--- src/rtl/cpu8_pkg.sv ---
package cpu8_pkg;

    localparam int DATA_W  = 8;
    localparam int FLAG_W  = 4;
    localparam int NUM_REG = 4;
    localparam int ADDR_W  = 8;

    typedef enum logic [2:0] {
        OP_PASS_A = 3'd0,
        OP_ADD    = 3'd1,
        OP_SUB    = 3'd2,
        OP_AND    = 3'd3,
        OP_OR     = 3'd4,
        OP_XOR    = 3'd5,
        OP_NOT_A  = 3'd6,
        OP_PASS_B = 3'd7
    } alu_op_e;

    typedef enum logic [1:0] {
        ASRC_REG  = 2'd0,
        ASRC_PC   = 2'd1,
        ASRC_MDR  = 2'd2,
        ASRC_ZERO = 2'd3
    } a_src_e;

    typedef enum logic {
        BSRC_REG = 1'b0,
        BSRC_ONE = 1'b1
    } b_src_e;

    typedef struct packed {
        logic z;
        logic n;
        logic c;
        logic v;
    } flags_t;

endpackage

--- src/rtl/cpu8_alu.sv ---
module cpu8_alu
    import cpu8_pkg::*;
#(
    parameter int DW = 8
) (
    input  logic [DW-1:0] a,
    input  logic [DW-1:0] b,
    input  alu_op_e       op,
    output logic [DW-1:0] y,
    output flags_t        fl
);

    localparam int MSB = DW - 1;

    logic [DW:0] wide_d;
    logic        carry_d;
    logic        ovf_d;

    always_comb begin
        wide_d  = '0;
        carry_d = 1'b0;
        ovf_d   = 1'b0;
        y       = '0;
        unique case (op)
            OP_PASS_A: y = a;
            OP_ADD: begin
                wide_d  = {1'b0, a} + {1'b0, b};
                y       = wide_d[DW-1:0];
                carry_d = wide_d[DW];
                ovf_d   = (a[MSB] == b[MSB]) && (y[MSB] != a[MSB]);
            end
            OP_SUB: begin
                wide_d  = {1'b0, a} - {1'b0, b};
                y       = wide_d[DW-1:0];
                carry_d = wide_d[DW];
                ovf_d   = (a[MSB] != b[MSB]) && (y[MSB] != a[MSB]);
            end
            OP_AND:    y = a & b;
            OP_OR:     y = a | b;
            OP_XOR:    y = a ^ b;
            OP_NOT_A:  y = ~a;
            OP_PASS_B: y = b;
            default:   y = '0;
        endcase
        fl.z = (y == '0);
        fl.n = y[MSB];
        fl.c = carry_d;
        fl.v = ovf_d;
    end

endmodule

--- src/rtl/cpu8_regfile.sv ---
module cpu8_regfile #(
    parameter int DW   = 8,
    parameter int NREG = 4
) (
    input  logic                    clk,
    input  logic                    rst,
    input  logic [$clog2(NREG)-1:0] ra_idx,
    input  logic [$clog2(NREG)-1:0] rb_idx,
    input  logic [$clog2(NREG)-1:0] wr_idx,
    input  logic                    we,
    input  logic [DW-1:0]           wdata,
    output logic [DW-1:0]           ra_data,
    output logic [DW-1:0]           rb_data
);

    logic [NREG-1:0][DW-1:0] regs_d, regs_q;

    always_comb begin
        regs_d = regs_q;
        if (we) begin
            regs_d[wr_idx] = wdata;
        end
        if (rst) begin
            regs_d = '0;
        end
    end

    always_ff @(posedge clk) begin
        regs_q <= regs_d;
    end

    assign ra_data = regs_q[ra_idx];
    assign rb_data = regs_q[rb_idx];

    // entries only change through an enabled write
    a_r6_hold_without_write: assert property (@(posedge clk) disable iff (rst)
        !we |=> $stable(regs_q));

    // written entry holds the data presented at the edge
    a_r6_write_lands: assert property (@(posedge clk) disable iff (rst)
        we |=> regs_q[$past(wr_idx)] == $past(wdata));

    // reset empties every entry
    a_r1_regs_cleared: assert property (@(posedge clk)
        rst |=> regs_q == '0);

endmodule

--- src/rtl/cpu8_mem.sv ---
module cpu8_mem #(
    parameter int DW = 8,
    parameter int AW = 8
) (
    input  logic          clk,
    input  logic          rst,
    input  logic [AW-1:0] addr,
    input  logic          we,
    input  logic [DW-1:0] wdata,
    output logic [DW-1:0] rdata
);

    localparam int DEPTH = 1 << AW;

    logic [DEPTH-1:0][DW-1:0] mem_q;

    always_ff @(posedge clk) begin
        if (we) begin
            mem_q[addr] <= wdata;
        end
    end

    assign rdata = mem_q[addr];

    // a write stores the data present before the edge at the addressed byte
    a_r8_write_lands: assert property (@(posedge clk) disable iff (rst)
        we |=> mem_q[$past(addr)] == $past(wdata));

endmodule

--- src/rtl/cpu8_datapath.sv ---
module cpu8_datapath
    import cpu8_pkg::*;
(
    input  logic                 clk,
    input  logic                 rst,
    input  logic [1:0]           a_sel,
    input  logic                 b_sel,
    input  logic [2:0]           alu_op,
    input  logic                 flags_we,
    input  logic                 pc_we,
    input  logic                 ir_we,
    input  logic                 reg_we,
    input  logic                 mar_we,
    input  logic                 mdr_we,
    input  logic                 mem_rd,
    input  logic                 mem_wr,
    output logic [DATA_W-1:0]    alu_y,
    output logic [DATA_W-1:0]    pc,
    output logic [DATA_W-1:0]    ir,
    output logic [ADDR_W-1:0]    mar,
    output logic [DATA_W-1:0]    mdr,
    output logic [FLAG_W-1:0]    flags
);

    localparam int IDX_W = $clog2(NUM_REG);

    typedef struct packed {
        logic [DATA_W-1:0] pc;
        logic [DATA_W-1:0] ir;
        logic [ADDR_W-1:0] mar;
        logic [DATA_W-1:0] mdr;
        flags_t            flags;
    } core_t;

    core_t st_d, st_q;

    alu_op_e           op_e;
    a_src_e            asrc_e;
    b_src_e            bsrc_e;
    logic [DATA_W-1:0] opa, opb;
    logic [DATA_W-1:0] ra_data, rb_data;
    logic [DATA_W-1:0] mem_rdata;
    logic [DATA_W-1:0] result;
    flags_t            alu_fl;

    assign op_e   = alu_op_e'(alu_op);
    assign asrc_e = a_src_e'(a_sel);
    assign bsrc_e = b_src_e'(b_sel);

    always_comb begin
        unique case (asrc_e)
            ASRC_REG:  opa = ra_data;
            ASRC_PC:   opa = st_q.pc;
            ASRC_MDR:  opa = st_q.mdr;
            default:   opa = '0;
        endcase
        opb = (bsrc_e == BSRC_ONE) ? DATA_W'(1) : rb_data;
    end

    cpu8_alu #(.DW(DATA_W)) alu_i (
        .a  (opa),
        .b  (opb),
        .op (op_e),
        .y  (result),
        .fl (alu_fl)
    );

    cpu8_regfile #(.DW(DATA_W), .NREG(NUM_REG)) rf_i (
        .clk     (clk),
        .rst     (rst),
        .ra_idx  (st_q.ir[2*IDX_W-1:IDX_W]),
        .rb_idx  (st_q.ir[IDX_W-1:0]),
        .wr_idx  (st_q.ir[2*IDX_W-1:IDX_W]),
        .we      (reg_we),
        .wdata   (result),
        .ra_data (ra_data),
        .rb_data (rb_data)
    );

    cpu8_mem #(.DW(DATA_W), .AW(ADDR_W)) mem_i (
        .clk   (clk),
        .rst   (rst),
        .addr  (st_q.mar),
        .we    (mem_wr),
        .wdata (st_q.mdr),
        .rdata (mem_rdata)
    );

    always_comb begin
        st_d = st_q;
        if (pc_we)    st_d.pc    = result;
        if (ir_we)    st_d.ir    = result;
        if (mar_we)   st_d.mar   = result;
        if (flags_we) st_d.flags = alu_fl;
        if (mdr_we || mem_rd) begin
            st_d.mdr = mem_rd ? mem_rdata : result;
        end
        if (rst) begin
            st_d = '0;
        end
    end

    always_ff @(posedge clk) begin
        st_q <= st_d;
    end

    assign alu_y = result;
    assign pc    = st_q.pc;
    assign ir    = st_q.ir;
    assign mar   = st_q.mar;
    assign mdr   = st_q.mdr;
    assign flags = st_q.flags;

    // synchronous reset clears the architectural registers
    a_r1_core_cleared: assert property (@(posedge clk)
        rst |=> (pc == '0 && ir == '0 && mar == '0 && mdr == '0 && flags == '0));

    // PC holds without its strobe
    a_r5_pc_hold: assert property (@(posedge clk) disable iff (rst)
        !pc_we |=> $stable(pc));

    // IR takes the result bus
    a_r5_ir_load: assert property (@(posedge clk) disable iff (rst)
        ir_we |=> ir == $past(alu_y));

    // MAR holds without its strobe
    a_r5_mar_hold: assert property (@(posedge clk) disable iff (rst)
        !mar_we |=> $stable(mar));

    // flags hold without their strobe
    a_r4_flags_hold: assert property (@(posedge clk) disable iff (rst)
        !flags_we |=> $stable(flags));

    // memory read data wins the MDR input
    a_r7_mdr_from_mem: assert property (@(posedge clk) disable iff (rst)
        mem_rd |=> mdr == $past(mem_rdata));

    // MDR holds when neither source is enabled
    a_r7_mdr_hold: assert property (@(posedge clk) disable iff (rst)
        !(mem_rd || mdr_we) |=> $stable(mdr));

endmodule

--- config.mk ---
export PLATFORM = sky130hd
export DESIGN_NAME = cpu8_datapath
export DESIGN_NICKNAME = d
export VERILOG_FILES = /design/src/rtl/cpu8_pkg.sv /design/src/rtl/cpu8_alu.sv /design/src/rtl/cpu8_regfile.sv /design/src/rtl/cpu8_mem.sv /design/src/rtl/cpu8_datapath.sv
export SDC_FILE = /design/constraint.sdc
export NUM_CORES = 2
export LEC_CHECK = 0
export BUFFER_PORTS_ARGS = -buffer_cell sky130_fd_sc_hd__buf_2
export CORE_ASPECT_RATIO = 0.75
export CORE_MARGIN = 2
export CORE_UTILIZATION = 40
export CTS_BUF_LIST = sky130_fd_sc_hd__clkbuf_8
export DETAILED_ROUTE_END_ITERATION = 7
export GPL_TIMING_DRIVEN = 1
export HOLD_SLACK_MARGIN = 0.12
export SYNTH_ARGS = -nofsm -noshare
export SYNTH_HDL_FRONTEND = slang
export SYNTH_HIERARCHICAL = 1
export SYNTH_SLANG_ARGS = --single-unit
--- constraint.sdc ---
create_clock -name clk -period 16.75 [get_ports clk]
set_clock_uncertainty 0.05 [all_clocks]
set_input_delay 1.675 -clock clk [delete_from_list [all_inputs] [get_ports clk]]
set_output_delay 1.675 -clock clk [all_outputs]
set_load 0.1 [all_outputs]
==> results.sh <==
export IMPL_per_cell_routed_wire_length_um=29.1
export IMPL_viasPerCell=5.81
export IMPL_final_critical_path_setup_slack_ns=9.48
export IMPL_worstSetupPathType="reg -> out"
export IMPL_syn_avg_cell_area_um2=20.6
export IMPL_dieHeight_um=398
export IMPL_number_of_distinct_library_cells_after_synthesis=62
export IMPL_worst_hold_path_type="reg -> reg"
export IMPL_clock_slew_at_the_register_clock_pins_of_the_worst_setup_and_hold_paths_ns=0.07
export IMPL_finalMaxSlewViolations=0
export IMPL_cp_num_buf_inv=2
export IMPL_holdBufCountCts=0
export IMPL_grt_antenna_before_repair=21
export IMPL_timing_final_hold_violations=0
export IMPL_cp_num_cells=11
export IMPL_drc_violation_count_after_routing=0
export IMPL_drt_pass1_iterations=6
export IMPL_timing_critical_path_cells="mux4_2, mux2i_1, o2bb2ai_1, inv_1, ha_1, nor2_1, o311a_1, a311oi_1, mux2_2, o22ai_2, buf_2"
export IMPL_syn_area_um2=82900
export IMPL_max_cap_viol_count=0
export IMPL_design_final_nets=4265
export IMPL_max_slew_margin=0.140
export IMPL_clock_latency_ns=0.93
export IMPL_initial_core_utilization=0.403
export IMPL_critPathRequiredTime_ns=15.03
export IMPL_max_vdd_ir_drop_mv=0.0929
export IMPL_clock_sinks=2116
export IMPL_postSynthNetCount=4076
export IMPL_cts_tree="yes"
export IMPL_layout_drive_gt1_share=0.249
export IMPL_detail_route_iter0_violations=5882
export IMPL_wl_um=210000
export IMPL_period_minus_ws_final_ns=7.27
export IMPL_synthFlopType="sky130_fd_sc_hd__edfxtp_1"
export IMPL_htree_num_levels=5
export IMPL_worst_hold_startpoint="rf_i/regs_q[7]"
export IMPL_worstPathArrival_ns=5.55
export IMPL_ctsRootBufferMaster="sky130_fd_sc_hd__clkbuf_8"
export IMPL_min_period_over_period=0.434
export IMPL_worstPathMaxFanout=16
export IMPL_synth_edff_count=2048
export IMPL_flow_area_growth_from_synthesis_pct=10.8
export IMPL_rows=144
export IMPL_port_buffer_count=59
export IMPL_tightest_slew_ns=1.28
export IMPL_cts_setup_buffers=0
export IMPL_clock_fmax_mhz=138
export IMPL_r2r_end="mdr[3]"
export IMPL_finalSetupViolCount=0
export IMPL_run_status="completed"
export IMPL_cpPeakStageDelay_ns=0.82
export IMPL_synth_seq_cells=2116
export IMPL_worstHoldPathCells=2
export IMPL_preCtsSetupSlack_ns=9.55
export IMPL_cts_resized_gates=0
export IMPL_gpl_wtd_cong=0.812
export IMPL_worst_r2r_setup_slack_ns=10.99
export IMPL_setup_repair_after_global_routing_missed_its_margin="false"
export IMPL_globalRouteTotalUtil=0.197
export IMPL_synth_top_area_cell="sky130_fd_sc_hd__edfxtp_1"
export IMPL_crit_slowest_cell="sky130_fd_sc_hd__dfxtp_1"
export IMPL_numCtsBuffers=318
export IMPL_power_per_unit_of_standard_cell_area_nw_per_um2=121
export IMPL_ys_seq_area_frac=0.758
export IMPL_synthDominantCellAreaShare=0.742
export IMPL_cts_max_path_buffers=4
export IMPL_grt_start_max_net_pins=187
export IMPL_start_kind="flip-flop"
export IMPL_number_of_global_route_vias_before_repair=41000
export IMPL_die_x_um=530
export IMPL_worst_r2r_startpoint="mar[0]"
export IMPL_fp_coreArea_um2=206000
export IMPL_total_leakage_power_uw=0.0283
export IMPL_fp_dieArea_um2=211000
export IMPL_dp_final_hpwl_um=121000
export IMPL_endpoint_kind="primary output"
export IMPL_grt_pass1_wl_um=299000
export IMPL_whs_endpoint="rf_i/regs_q[7]"
export IMPL_ioPinCount=60
export IMPL_ys_async_sr_fraction=0
export IMPL_vias=41900
export IMPL_path_delay_family="compound AO/OA/AOI/OAI gates"
export IMPL_detail_route_antenna_nets=0
export IMPL_setup_tns_final_ns=0
export IMPL_yosys_top_cells_area="sky130_fd_sc_hd__edfxtp_1 (74%), sky130_fd_sc_hd__mux4_2 (14%), sky130_fd_sc_hd__a22oi_1 (2.3%)"
export IMPL_globalRoute_totalOverflow=0
export IMPL_ys_warnings_count=6
export IMPL_synth_cells=4034
export IMPL_ff2ff_path_depth=10
==> cell usage in the layout, fill, tap and decap left out, types with 56 or more instances in the layout <==
cell type,instances
sky130_fd_sc_hd__buf_2,59
sky130_fd_sc_hd__buf_4,63
sky130_fd_sc_hd__clkbuf_8,326
sky130_fd_sc_hd__clkinv_1,56
sky130_fd_sc_hd__mux2i_1,76
sky130_fd_sc_hd__inv_1,119
sky130_fd_sc_hd__dfxtp_1,58
sky130_fd_sc_hd__mux4_2,529
sky130_fd_sc_hd__edfxtp_1,2048
sky130_fd_sc_hd__a22oi_1,257
sky130_fd_sc_hd__nor2_1,310
sky130_fd_sc_hd__a21oi_1,144
==> Yosys cell counts, drive strengths merged (7+ instances only) <==
cell type  count
nor2         312
ha            24
mux4         529
dfxtp         68
edfxtp      2048
clkbuf       141
nor2b         25
a22oi        257
buf          122
xnor2          7
o41ai         32
nand4          8
o2bb2ai        9
mux2i         76
nand3         11
inv           24
o21ai         13
a211oi        14
a21oi        144
nand2         44
nand2b        49
==> area by class of cell <==
| cell class | instances | area (µm²) |
|---|---|---|
| multi-input cells | 1631 | 18900 |
| well taps | 2774 | 3470 |
| inverters | 24 | 90.1 |
| flip-flops and latches | 2116 | 62900 |
| repair buffers | 132 | 968 |
| fillers | 17600 | 114000 |
| clock inverters | 214 | 1080 |
| clock buffers | 326 | 4490 |
| diodes | 7 | 17.5 |
==> kinds of logic after synthesis <==
logic type / count (synthesis) / share of synthesized area
AOI/OAI and AO/OA: 501 / 0.0415
muxes: 610 / 0.154
buffers and inverters: 287 / 0.0159
DFF: 2116 / 0.758
xor gates and xnor gates: 8 / 0.000845
adders and majority gates: 26 / 0.00410
and+or+nand+nor: 486 / 0.0261
==> stage by stage <==
stage	hold slack [ns]	instances	util	area [µm²]	total power [µW]
finish	0.444	7224	0.447	91900	11100
floorplan	0.405	4034	-	82900	6940
global route	0.458	7218	0.447	91900	11500
CTS	0.443	7217	0.447	91900	11200
detailed placement	0.429	6677	0.420	86300	7350
global placement	0.425	6677	0.420	86300	7330
==> metal layers <==
metal	GRT usage	up-vias	wire length [µm]
li1	-	17200	-
met1	0.300	22400	91800
met2	0.285	2022	93200
met3	0.0477	304	21100
met4	0.0444	8	4210
met5	0	-	69
==> power by group <==
part | internal (µW) | leakage [µW] | switching [µW]
Clock | 1890 | 0.00322 | 1970
Sequential | 5990 | 0.0192 | 49.8
Combinational | 350 | 0.00585 | 842
==> tightest hold or removal path: cells and delay by family (launching register included) <==
| family | cells | cell delay, ns |
|---|---|---|
| mux | 1 | 0.06 |
| simple gates | 1 | 0.07 |
| flops | 1 | 0.31 |
==> registers in the layout, indices dropped and copies added, names as in the netlist <==
signal	flops
mem_i/mem_q	2048
rf_i/regs_q	32
ir	8
mar	8
mdr	8
pc	8
flags	4
==> worst max path at each step <==
stage | startpoint | end | slack, ns
2_1_floorplan | mdr[1] | alu_y[5] | 6.28
4_1_cts | ir[3] | alu_y[7] | 9.43
5_1_grt | ir[3] | alu_y[7] | 9.03
3_5_place_dp | a_sel[1] | alu_y[7] | 9.55
6_report | ir[3] | alu_y[7] | 9.48
3_3_place_gp | a_sel[0] | alu_y[7] | 9.57
Power figures use the tool's default switching activity.
